**src/rtl/uart_irq_pkg.sv**
```systemverilog
package uart_irq_pkg;
  localparam int unsigned DATA_W   = 32;
  localparam int unsigned ADDR_W   = 3;
  localparam int unsigned LVL_N    = 5;
  localparam int unsigned EVT_N    = 5;
  localparam int unsigned AUX_N    = 3;
  localparam int unsigned CAUSE_W  = LVL_N + EVT_N;
  localparam int unsigned AUX_LSB  = 10;

  typedef enum logic [ADDR_W-1:0] {
    REG_STATUS   = 3'd0,
    REG_CAUSE    = 3'd1,
    REG_MASK     = 3'd2,
    REG_MASK_SET = 3'd3,
    REG_MASK_CLR = 3'd4
  } reg_addr_e;
endpackage

```
**src/rtl/uart_irq_mask.sv**
```systemverilog
module uart_irq_mask #(
  parameter int unsigned W = 10
) (
  input  logic         clk_i,
  input  logic         rst_ni,
  input  logic         set_we_i,
  input  logic         clr_we_i,
  input  logic [W-1:0] wdata_i,
  output logic [W-1:0] mask_o
);
  logic [W-1:0] mask_q;

  always_ff @(posedge clk_i or negedge rst_ni) begin
    if (!rst_ni)       mask_q <= '0;
    else if (set_we_i) mask_q <= mask_q | wdata_i;
    else if (clr_we_i) mask_q <= mask_q & ~wdata_i;
  end

  assign mask_o = mask_q;

  a_r4_set_ors: assert property (@(posedge clk_i) disable iff (!rst_ni)
    set_we_i |=> ((mask_o & $past(wdata_i)) == $past(wdata_i)));
  a_r5_clr_clears: assert property (@(posedge clk_i) disable iff (!rst_ni)
    clr_we_i && !set_we_i |=> ((mask_o & $past(wdata_i)) == '0));
  a_r6_hold: assert property (@(posedge clk_i) disable iff (!rst_ni)
    !set_we_i && !clr_we_i |=> $stable(mask_o));
endmodule

```
**src/rtl/uart_irq_cause.sv**
```systemverilog
module uart_irq_cause #(
  parameter int unsigned W = 10
) (
  input  logic         clk_i,
  input  logic         rst_ni,
  input  logic [W-1:0] src_i,
  input  logic         clr_we_i,
  input  logic [W-1:0] clr_bits_i,
  output logic [W-1:0] cause_o
);
  logic [W-1:0] cause_q;
  logic [W-1:0] clr_mask;

  assign clr_mask = clr_we_i ? clr_bits_i : '0;

  // set dominates clear so a same-cycle event is not lost
  always_ff @(posedge clk_i or negedge rst_ni) begin
    if (!rst_ni) cause_q <= '0;
    else         cause_q <= (cause_q & ~clr_mask) | src_i;
  end

  assign cause_o = cause_q;

  a_r9_set_wins: assert property (@(posedge clk_i) disable iff (!rst_ni)
    1'b1 |=> ((cause_o & $past(src_i)) == $past(src_i)));
  a_r7_w1c: assert property (@(posedge clk_i) disable iff (!rst_ni)
    clr_we_i |=> ((cause_o & $past(clr_bits_i & ~src_i)) == '0));
  a_r2_sticky: assert property (@(posedge clk_i) disable iff (!rst_ni)
    !clr_we_i |=> ((cause_o & $past(cause_o)) == $past(cause_o)));
endmodule

```
**src/rtl/uart_irq_rdmux.sv**
```systemverilog
module uart_irq_rdmux
  import uart_irq_pkg::*;
(
  input  logic               clk_i,
  input  logic               rst_ni,
  input  logic               rd_en_i,
  input  logic [ADDR_W-1:0]  addr_i,
  input  logic [LVL_N-1:0]   lvl_i,
  input  logic [AUX_N-1:0]   aux_i,
  input  logic [CAUSE_W-1:0] cause_i,
  input  logic [CAUSE_W-1:0] mask_i,
  output logic [DATA_W-1:0]  rdata_o
);
  logic [DATA_W-1:0] rd_d, rdata_q, status_w;

  always_comb begin
    status_w = '0;
    status_w[LVL_N-1:0] = lvl_i;
    status_w[AUX_LSB +: AUX_N] = aux_i;
  end

  always_comb begin
    rd_d = '0;
    case (addr_i)
      REG_STATUS: rd_d = status_w;
      REG_CAUSE:  rd_d[CAUSE_W-1:0] = cause_i;
      REG_MASK:   rd_d[CAUSE_W-1:0] = mask_i;
      default:    rd_d = '0;
    endcase
  end

  always_ff @(posedge clk_i or negedge rst_ni) begin
    if (!rst_ni)      rdata_q <= '0;
    else if (rd_en_i) rdata_q <= rd_d;
  end

  assign rdata_o = rdata_q;

  a_r11_hold: assert property (@(posedge clk_i) disable iff (!rst_ni)
    !rd_en_i |=> $stable(rdata_o));
endmodule

```
**src/rtl/uart_irq_ctrl.sv**
```systemverilog
module uart_irq_ctrl
  import uart_irq_pkg::*;
(
  input  logic                   clk_i,
  input  logic                   rst_ni,
  input  logic                   wr_en_i,
  input  logic                   rd_en_i,
  input  logic [ADDR_W-1:0]      addr_i,
  input  logic [DATA_W-1:0]      wdata_i,
  output logic [DATA_W-1:0]      rdata_o,
  input  logic [LVL_N-1:0]       fifo_lvl_i,
  input  logic [EVT_N-1:0]       event_i,
  input  logic [AUX_N-1:0]       aux_lvl_i,
  output logic                   irq_o
);
  logic               set_we, clr_we, cause_we;
  logic [CAUSE_W-1:0] mask_w, cause_w, src_w;
  logic               irq_q;
  logic               unused_wdata;

  assign unused_wdata = ^wdata_i[DATA_W-1:CAUSE_W];

  assign set_we   = wr_en_i && (addr_i == REG_MASK_SET);
  assign clr_we   = wr_en_i && (addr_i == REG_MASK_CLR);
  assign cause_we = wr_en_i && (addr_i == REG_CAUSE);
  assign src_w    = {event_i, fifo_lvl_i};

  uart_irq_mask #(.W(CAUSE_W)) u_mask (
    .clk_i    (clk_i),
    .rst_ni   (rst_ni),
    .set_we_i (set_we),
    .clr_we_i (clr_we),
    .wdata_i  (wdata_i[CAUSE_W-1:0]),
    .mask_o   (mask_w)
  );

  uart_irq_cause #(.W(CAUSE_W)) u_cause (
    .clk_i      (clk_i),
    .rst_ni     (rst_ni),
    .src_i      (src_w),
    .clr_we_i   (cause_we),
    .clr_bits_i (wdata_i[CAUSE_W-1:0]),
    .cause_o    (cause_w)
  );

  uart_irq_rdmux u_rdmux (
    .clk_i   (clk_i),
    .rst_ni  (rst_ni),
    .rd_en_i (rd_en_i),
    .addr_i  (addr_i),
    .lvl_i   (fifo_lvl_i),
    .aux_i   (aux_lvl_i),
    .cause_i (cause_w),
    .mask_i  (mask_w),
    .rdata_o (rdata_o)
  );

  always_ff @(posedge clk_i or negedge rst_ni) begin
    if (!rst_ni) irq_q <= 1'b0;
    else         irq_q <= |(mask_w & cause_w);
  end

  assign irq_o = irq_q;

  a_r8_irq_lag: assert property (@(posedge clk_i) disable iff (!rst_ni)
    1'b1 |=> (irq_o == |($past(mask_w) & $past(cause_w))));
  a_r6_ro_write: assert property (@(posedge clk_i) disable iff (!rst_ni)
    wr_en_i && (addr_i == REG_MASK) |=> $stable(mask_w));
endmodule

```
**config.mk**
```make
export PLATFORM = sky130hd
export DESIGN_NAME = uart_irq_ctrl
export DESIGN_NICKNAME = d
export VERILOG_FILES = /design/src/rtl/uart_irq_pkg.sv /design/src/rtl/uart_irq_mask.sv /design/src/rtl/uart_irq_cause.sv /design/src/rtl/uart_irq_rdmux.sv /design/src/rtl/uart_irq_ctrl.sv
export SDC_FILE = /design/constraint.sdc
export NUM_CORES = 1
export LEC_CHECK = 0
export ABC_AREA = 1
export ABC_CLOCK_PERIOD_IN_PS = 900
export BUFFER_PORTS_ARGS = -buffer_cell sky130_fd_sc_hd__buf_2
export CAP_MARGIN = 20
export CELL_PAD_IN_SITES_DETAIL_PLACEMENT = 1
export CELL_PAD_IN_SITES_GLOBAL_PLACEMENT = 1
export CORE_UTILIZATION = 25
export CTS_CLUSTER_SIZE = 30
export DETAILED_ROUTE_END_ITERATION = 6
export MAX_ROUTING_LAYER = met4
export PLACE_DENSITY_LB_ADDON = 0.25
export SYNTH_ARGS = -nofsm -noshare
export SYNTH_HDL_FRONTEND = slang
export SYNTH_HIERARCHICAL = 1
export SYNTH_SLANG_ARGS = --single-unit
export TNS_END_PERCENT = 10
```
**constraint.sdc**
```tcl
create_clock -name clk_i -period 0.9 [get_ports clk_i]
set_clock_uncertainty 0.2 [all_clocks]
set_input_delay 0.045 -clock clk_i [delete_from_list [all_inputs] [get_ports clk_i]]
set_output_delay 0.045 -clock clk_i [all_outputs]
set_load 0.02 [all_outputs]
```
Word level (Yosys, flattened, before mapping)
Cells that the tools add are included.
Cells by class
  eq/ne operators: 4
  muxes and demuxes: 5
  bitwise logic cells: 7
  reductions and logical operators: 6
Operator list (count)
  $and A10 B10 Y10: 3
  $mux W10: 3
  $pmux W10 S3: 1
  $not A10 Y10: 2
  $or A10 B10 Y10: 2
  $reduce_or A10 Y1: 1
  $eq A3 B2 Y1 const B: 2
  $eq A3 B1 Y1 const B: 1
  $eq A3 B3 Y1 const B: 1
  $logic_and A1 B1 Y1: 3
  $logic_not A3 Y1: 1
  $mux W3: 1
  $reduce_bool A2 Y1: 1
Storage, ports and cells
  flip-flop bits (word level): 53
  input port bits: 52
  word-level logic and storage cells: 26

Longest topological paths before layout
Gate-level depths: netlist (run 1).
  depth in word-level cells: 6
  mapped depth: 6

Modules after synthesis
The synthesis (run 1) kept the hierarchy.
By module, submodules not included
  uart_irq_rdmux: instances 1, cells each 118, area an instance 864.6 µm², sequential area each 325.3 µm²
  uart_irq_mask: instances 1, cells each 52, area an instance 419.2 µm², sequential area each 250.2 µm²
  uart_irq_cause: instances 1, cells each 51, area an instance 411.6 µm², sequential area each 250.2 µm²
  uart_irq_ctrl: instances 1, cells each 26, area an instance 125.1 µm², sequential area each 25.0 µm²

Least setup slack after synthesis (run 1)
OpenSTA, ideal clock, no wires.
  path kind: reg2reg
  from: register with a tool-made name
  to: register irq_q (netlist: irq_o)
  library setup time: 125 ps
  arrival time: 621 ps
  required time: 575 ps
  setup slack: -47 ps
  stages on the path, launching flop included: 5
  path buffers: 0
  period minus slack after synthesis: 947 ps
  cells stage by stage: dfrtp_1 -> nand2_1 -> nand2_1 -> nor2_1 -> nand3_1
RTL lines
  end signal, assigned: line uart_irq_ctrl.sv:60  | else irq_q <= |(mask_w & cause_w);
  end, declared: line uart_irq_ctrl.sv:18  | logic irq_q;

Worst setup path after layout (run 1)
  from: register u_cause.cause_q[1] (netlist: u_cause/cause_o[1])
  to: register irq_q (netlist: irq_o)
On the way
  cells in the longest elaborated chain, start to end: 2
RTL lines
  start, declared: line uart_irq_cause.sv:11  | logic [W-1:0] cause_q;
  start signal, assigned: line uart_irq_cause.sv:19  | else cause_q <= (cause_q & ~clr_mask) | src_i;
  $and A10 B10 Y10: line uart_irq_ctrl.sv:60
  $reduce_or A10 Y1: line uart_irq_ctrl.sv:60
No other way between the ends.
A chain may end at the register's enable or synchronous reset.

==> impl_results.rst, run 1 <==
.. list-table::
   :header-rows: 1

   * - Metric
     - Value
   * - Status
     - complete, but fails checks
   * - Failing checks
     - hold timing, setup timing
   * - Number of buffers inserted during clock tree synthesis
     - 5
   * - Post-synthesis to final-layout area growth
     - 47.7%
   * - Fraction of final layout cells with drive strength greater than 1
     - 0.282
   * - Final cycle utilization of the critical path
     - 1.21
   * - Ordered cell list for the critical path
     - nand2_1 -> nand2_1 -> nor2_2 -> nand3_1
   * - Die Outline Area
     - 7630 sq um
   * - Part of the total power dissipated in sequential elements
     - 0.434
   * - Final hold vios
     - 19
   * - Sinks on the clock net
     - 34
   * - Ratio of routed vias to standard cells
     - 4.07
   * - Core footprint
     - 6910 sq um
   * - Met3 Track Usage GR
     - 0.0322
   * - Critical path's top delay family
     - flip-flops
   * - Int Pwr
     - 2.99 mW
   * - Buffers & Inverters on Critical Path
     - 0
   * - Fillers
     - 894
   * - Number of endpoints failing setup at the final stage
     - 37
   * - Post-route DRC
     - 0
   * - Final Critical Period
     - 1.09 ns
   * - Cell accounting for the most synthesized area
     - dfrtp_1
   * - Type of element launching the critical path
     - register
   * - Overall Power
     - 4.20 mW
   * - CP arrival
     - 1.05 ns
   * - Flip-flop and latch count after synthesis
     - 34
   * - Static leakage
     - 1.49 nW
   * - Minimum hold slack
     - -0.160 ns
   * - Largest net degree at the start of global routing
     - 35
   * - Critical Path Most Common Cell
     - nand2_1
   * - Summed instance area of the synthesized netlist
     - 1820 sq um
   * - Sort of element at the end of the critical path
     - register
   * - Critical-path maximum fanout
     - 3
   * - Clock network latency to the later pin of the worst-skew pair
     - 0.29 ns
   * - Max Cap Viol
     - 0
   * - CTS tree
     - built
   * - Area fraction of the dominant cell type after synthesis
     - 0.467
   * - Met1 track demand over resource in global routing
     - 0.186
   * - Overall Global Routing Usage
     - 0.153
   * - PwrDens
     - 1560 nW/um^2
   * - Aggregate negative setup slack
     - -3.62 ns
   * - Number of global-route vias before repair
     - 1,782
   * - Launch point of the worst reg-to-reg path
     - u_cause/cause_o[1]
   * - Yosys cell types
     - 16
   * - Final count of pins violating max slew
     - 0
   * - Root Buffer Master
     - clkbuf_8
   * - Share of total power in the clock network
     - 0.347
   * - Yosys warns
     - 6
   * - Number of nets at the end of the flow
     - 392
   * - Seq/Total Area, Yosys
     - 0.467
   * - Kind of critical path
     - register to register
   * - Worst ir drop on vdd
     - 0.000746 V
   * - Worst path required time
     - 0.86 ns
   * - Worst min path class
     - input pin to register
   * - Initial core utilization
     - 0.264
   * - Vias after detailed routing
     - 1,776
   * - Post-Route WL
     - 5.22 mm
   * - Worst-case register-to-register setup slack
     - -0.19 ns
   * - I/O pin cnt
     - 85
   * - Cells after Synth
     - 247
   * - Antenna cells
     - 0
   * - GP Congestion
     - 0.749
   * - Highest cell delay on the worst timing path
     - 0.41 ns
   * - Met2 Use GR
     - 0.254
   * - Synth Area per Inst
     - 7.37 sq um
   * - Die height
     - 87.3 microns
   * - Switching power share of the total
     - 0.289
   * - Worst setup path startpoint
     - u_cause/cause_o[1]
   * - Setup WS pre-CTS
     - -0.287 ns
   * - Iteration-0 DRC count of the detailed router
     - 24
   * - Combinational fraction of design power
     - 0.219
   * - DP HPWL
     - 3.63 mm
   * - Cell depth of the worst hold path
     - 4
   * - Worst Reg2Reg Path Length in Cells
     - 4
   * - Wire length of the first global-routing pass
     - 8.64 mm
   * - Worst Min Path Start
     - fifo_lvl_i[0]
   * - Setup ws final
     - -0.186 ns
   * - Critical path depth
     - 4
   * - Net switching component of the power
     - 1.21 mW
   * - Final antenna-violating net count
     - 0
   * - Cell Area, Placed
     - 2200 sq um
   * - Die Span X
     - 87.3 microns
   * - Unrepaired setup endpoints after global routing
     - yes
   * - Std cell rows
     - 30
   * - Initial antenna violation count
     - 0
   * - Critical-path top delay cell
     - dfrtp_1
   * - Post-route cell area
     - 2690 sq um
   * - Busiest grt layer
     - met2
   * - Routed WL per cell
     - 12.0 microns
   * - Number of iterations in the first detailed-routing pass
     - 4
   * - CTS clock-pin slew for the worst setup and hold paths
     - 0.07 ns
   * - Global route overflow
     - 0
   * - Count of H-tree levels built during CTS
     - 2
   * - Number of buffers inserted by hold repair at cts
     - 24
   * - Max Fclk
     - 921 MHz
   * - Count of input and output buffers
     - 43
   * - Most area-consuming cells after synthesis
     - dfrtp_1, nand2_1, buf_4, nand3_1, inv_1
   * - Deepest clock path buffer count
     - 2
## placed cells by master (no fill, tap or decap)
cell type and n:
buf_2 42, nor2_2 1, o21ai_1 5, nor2_4 1, nand3b_1 1, nand4_1 5
nand3_2 3, dlygate4sd3_1 18, dlymetal6s4s_1 2, conb_1 19, nor3_1 1, nor2_1 3
bufinv_16 1, inv_1 20, nand2_1 117, buf_6 12, clkbuf_8 6, buf_12 2
buf_4 19, nand3_1 19, nand2_2 6, o21ai_2 3, dfrtp_1 34
## area by class of cell
class / count / area, sq um / area share
clock buffer: 6 / 82.6 / 0.0307
multi-input combinational: 184 / 797 / 0.296
clock inverter: 1 / 30.0 / 0.0112
timing repair buffer: 95 / 733 / 0.273
inverter: 20 / 75.1 / 0.0279
sequential: 34 / 851 / 0.316
tap: 96 / 120 / 0.0447
## kinds of logic after synthesis
logic type             Yosys count  synth area share
DFF                             34             0.467
buffers and inverters           47             0.156
AOI/OAI and AO/OA                8            0.0220
and+or+nand+nor                157             0.353
other                            1           0.00206
## cell usage after synthesis
cell type / number
buf_2: 2
buf_4: 20
buf_6: 4
clkbuf_1: 1
conb_1: 1
dfrtp_1: 34
inv_1: 20
nand2_1: 123
nand3_1: 22
nand3b_1: 1
nand4_1: 5
nor2_1: 4
nor2_4: 1
nor3_1: 1
o21ai_0: 3
o21ai_1: 5
## tightest hold or removal path, delay by kind of cell
family	cells	cell delay (ns)
buffers and inverters	3	0.20
and+or+nand+nor	1	0.05
## per-stage QoR
stage,instances,util
global placement,399,0.319
detailed placement,399,0.319
finish,436,0.389
floorplan,265,-
global route,436,0.389
CTS,431,0.378
## power groups by stage
stage                     sequential [mW]  clock [mW]  combinational (mW)
after floorplan                      1.86           0               0.446
final                                1.82        1.46               0.918
after CTS                            1.82        1.52               0.879
after global routing                 1.84        1.59                1.04
after detailed placement             1.84           0               0.755
after global placement               1.84           0               0.739
## metal layers
layer  vias up  part of all wire  routed length (microns)
li1        903                 -                        -
met1       825              0.46                     2400
met5         -                 0                        0
met3         6             0.037                      191
met4         0             0.015                       80
met2        42              0.49                     2550
## final timing paths
path                                                    to
worst max register to register                       irq_o
min in group asynchronous       asynchronous set/reset pin
worst min register to register          u_rdmux/rdata_o[3]
worst min-delay path                    u_cause/cause_o[0]
worst max-delay path                                 irq_o
max in group asynchronous               u_cause/cause_o[6]
## what timing repair did
action,in CTS,in global routing
pin swaps,21,4
resized for setup,17,22
buffers inserted,1,5
hold endpoints to repair,67,14
endpoints found under the setup margin,34,38
(Power assumes the default switching activity.)
==> inputs of run 2 (changes only) <==
--- a/config.mk
+++ b/config.mk
@@ -6,12 +6,13 @@
 export NUM_CORES = 1
 export LEC_CHECK = 0
 export ABC_AREA = 1
-export ABC_CLOCK_PERIOD_IN_PS = 900
+export ABC_CLOCK_PERIOD_IN_PS = 1300
 export BUFFER_PORTS_ARGS = -buffer_cell sky130_fd_sc_hd__buf_2
 export CAP_MARGIN = 20
 export CELL_PAD_IN_SITES_DETAIL_PLACEMENT = 1
 export CELL_PAD_IN_SITES_GLOBAL_PLACEMENT = 1
 export CORE_UTILIZATION = 25
+export CTS_BUF_LIST = sky130_fd_sc_hd__clkbuf_4 sky130_fd_sc_hd__clkbuf_8 sky130_fd_sc_hd__clkbuf_16
 export CTS_CLUSTER_SIZE = 30
 export DETAILED_ROUTE_END_ITERATION = 6
 export MAX_ROUTING_LAYER = met4
==> constraint.sdc (replaced) <==
create_clock -name clk_i -period 1.3 [get_ports clk_i]
set_clock_uncertainty 0.2 [all_clocks]
set_input_delay 0.065 -clock clk_i [delete_from_list [all_inputs] [get_ports clk_i]]
set_output_delay 0.065 -clock clk_i [all_outputs]
set_load 0.02 [all_outputs]
==> run 2 against run 1 <==
The flow now finishes without violations; setup slack better by 0.33 ns; clock power shrank 32%; critical path depth is 1 higher; core utilization down 2.9 points; final cell count is 3.4% lower; register-to-register slack better by 0.43 ns; flip-flop and latch count unchanged; combinational power shrank 39%; via count down 4.1%; die area stayed put; routed wire length decreased by 6.3%; critical endpoint is now u_rdmux/rdata_o[10]; largest cell class unchanged.
==> impl_results.rst, run 2 (synthesis results as in run 1) <==
.. list-table::
   :header-rows: 1

   * - Metric
     - Value
   * - Sort of element at the end of the critical path
     - register
   * - Highest cell delay on the worst timing path
     - 0.52 ns
   * - Fraction of final layout cells with drive strength greater than 1
     - 0.197
   * - CP arrival
     - 1.13 ns
   * - Root Buffer Master
     - clkbuf_8
   * - Die Outline Area
     - 7630 sq um
   * - Minimum hold slack
     - 0.00787 ns
   * - CTS clock-pin slew for the worst setup and hold paths
     - 0.07 ns
   * - Most common cell after layout, fill and taps aside
     - nand2_1
   * - Post-Route WL
     - 4.89 mm
   * - Die height
     - 87.3 microns
   * - Number of global-route vias before repair
     - 1,611
   * - Wire length of the first global-routing pass
     - 8.22 mm
   * - Met2 WL
     - 2.31 mm
   * - GP Congestion
     - 0.776
   * - Worst min path class
     - input pin to asynchronous set/reset pin
   * - I/O pin cnt
     - 85
   * - Iteration-0 DRC count of the detailed router
     - 50
   * - Number of nets at the end of the flow
     - 376
   * - CTS tree
     - built
   * - Leading cell types in the layout, fill and taps excluded
     - nand2_1, buf_2, dfrtp_1
   * - Type of element launching the critical path
     - input pin
   * - Final cycle utilization of the critical path
     - 0.889
   * - Std cell rows
     - 30
   * - Routed WL per cell
     - 11.6 microns
   * - Critical-path top delay cell
     - dlygate4sd3_1
   * - DP HPWL
     - 3.55 mm
   * - Overall Global Routing Usage
     - 0.147
   * - Post-route DRC
     - 0
   * - Status
     - finished clean
   * - Buffers & Inverters on Critical Path
     - 3
   * - Aggregate negative setup slack
     - 0 ns
   * - Routed length on met1
     - 2.34 mm
   * - Post-synthesis to final-layout area growth
     - 36.8%
   * - Final standard cell utilization of the core
     - 0.361
   * - Ratio of routed vias to standard cells
     - 4.05
   * - Final Critical Period
     - 1.16 ns
   * - Unrepaired setup endpoints after global routing
     - no
   * - Max Fclk
     - 865 MHz
   * - Number of iterations in the first detailed-routing pass
     - 4
   * - Post-route cell area
     - 2490 sq um
   * - Cell Area, Placed
     - 2120 sq um
   * - WL met3
     - 182 microns
   * - Antenna cells
     - 0
   * - Critical-path maximum fanout
     - 13
   * - Kind of critical path
     - input pin to register
   * - Sinks on the clock net
     - 34
   * - Deepest clock path buffer count
     - 2
   * - Static leakage
     - 1.38 nW
   * - Final antenna-violating net count
     - 0
   * - Count of H-tree levels built during CTS
     - 2
   * - PwrDens
     - 1120 nW/um^2
   * - Die Span X
     - 87.3 microns
   * - Max Cap Viol
     - 0
   * - Final count of pins violating max slew
     - 0
   * - Ordered cell list for the critical path
     - dlygate4sd3_1 -> buf_2 -> clkinvlp_4 -> nand2_1 -> o21ai_1
   * - Setup ws final
     - 0.145 ns
   * - Number of buffers inserted during clock tree synthesis
     - 5
   * - Highest metal layer with signal wires
     - met4
   * - Critical path's top delay family
     - buffers and inverters
   * - Number of endpoints failing setup at the final stage
     - 0
   * - Worst path required time
     - 1.27 ns
   * - Final hold vios
     - 0
   * - Largest net degree at the start of global routing
     - 23
   * - Core footprint
     - 6910 sq um
   * - Global route overflow
     - 0
   * - Count of input and output buffers
     - 43
   * - Worst ir drop on vdd
     - 0.000371 V
   * - Setup WS pre-CTS
     - 0.126 ns
   * - Initial core utilization
     - 0.264
   * - Initial antenna violation count
     - 0
   * - Vias after detailed routing
     - 1,703
   * - Clock network latency to the later pin of the worst-skew pair
     - 0.29 ns
-- run 2: layout make-up --
| type | count | area (sq um) |
|---|---|---|
| clock buffers | 7 | 83.8 |
| clock inverters | 1 | 30.0 |
| fillers | 909 | 4420 |
| inverters | 20 | 78.8 |
| multi-input cells | 184 | 753 |
| flip-flops and latches | 34 | 851 |
| well taps | 96 | 120 |
| repair buffers | 79 | 573 |
-- run 2: worst reg2reg max path, delay by kind of cell, from the launching register on --
family | cells | cell delay [ns]
AND/OR/NAND/NOR | 4 | 0.34
flip-flops | 1 | 0.40
-- run 2: path summary, 6_finish.rpt --
path / startpoint / end / slack [ns] / cells past startpoint
setup / recovery: rd_en_i / u_rdmux/rdata_o[10] / 0.14 / 5
hold / removal: rst_ni / u_rdmux/rdata_o[6] / 0.008 / 2
setup reg to reg: register / irq_o / 0.24 / 4
hold reg to reg: u_rdmux/rdata_o[6] / u_rdmux/rdata_o[6] / 0.28 / 2
max in group asynchronous: rst_ni / asynchronous set/reset pin / 0.46 / 3
min in group clk_i: addr_i[1] / u_cause/cause_o[8] / 0.10 / 6
-- run 2: repair_timing --
item,CTS,global route
endpoints found under the setup margin,0,2
buffers inserted,0,0
hold buffers,25,0
resized for setup,0,1
hold endpoints to repair,65,0
-- run 2: report_power, final --
part           switching (mW)  internal [mW]
registers              0.0773           1.17
clock network           0.377          0.615
logic                   0.333          0.224
-- run 2: metrics by stage --
| step | cells | power (mW) |
|---|---|---|
| floorplan | 265 | 1.60 |
| global placement | 388 | 1.76 |
| detailed placement | 388 | 1.77 |
| CTS | 421 | 2.84 |
| global route | 421 | 2.98 |
| finish | 421 | 2.79 |
-- run 2: layer usage --
layer  track usage  up-vias
li1              -      878
met1         0.190      774
met2         0.233       46
met3        0.0294        5
met4        0.0402        0
met5             -        -
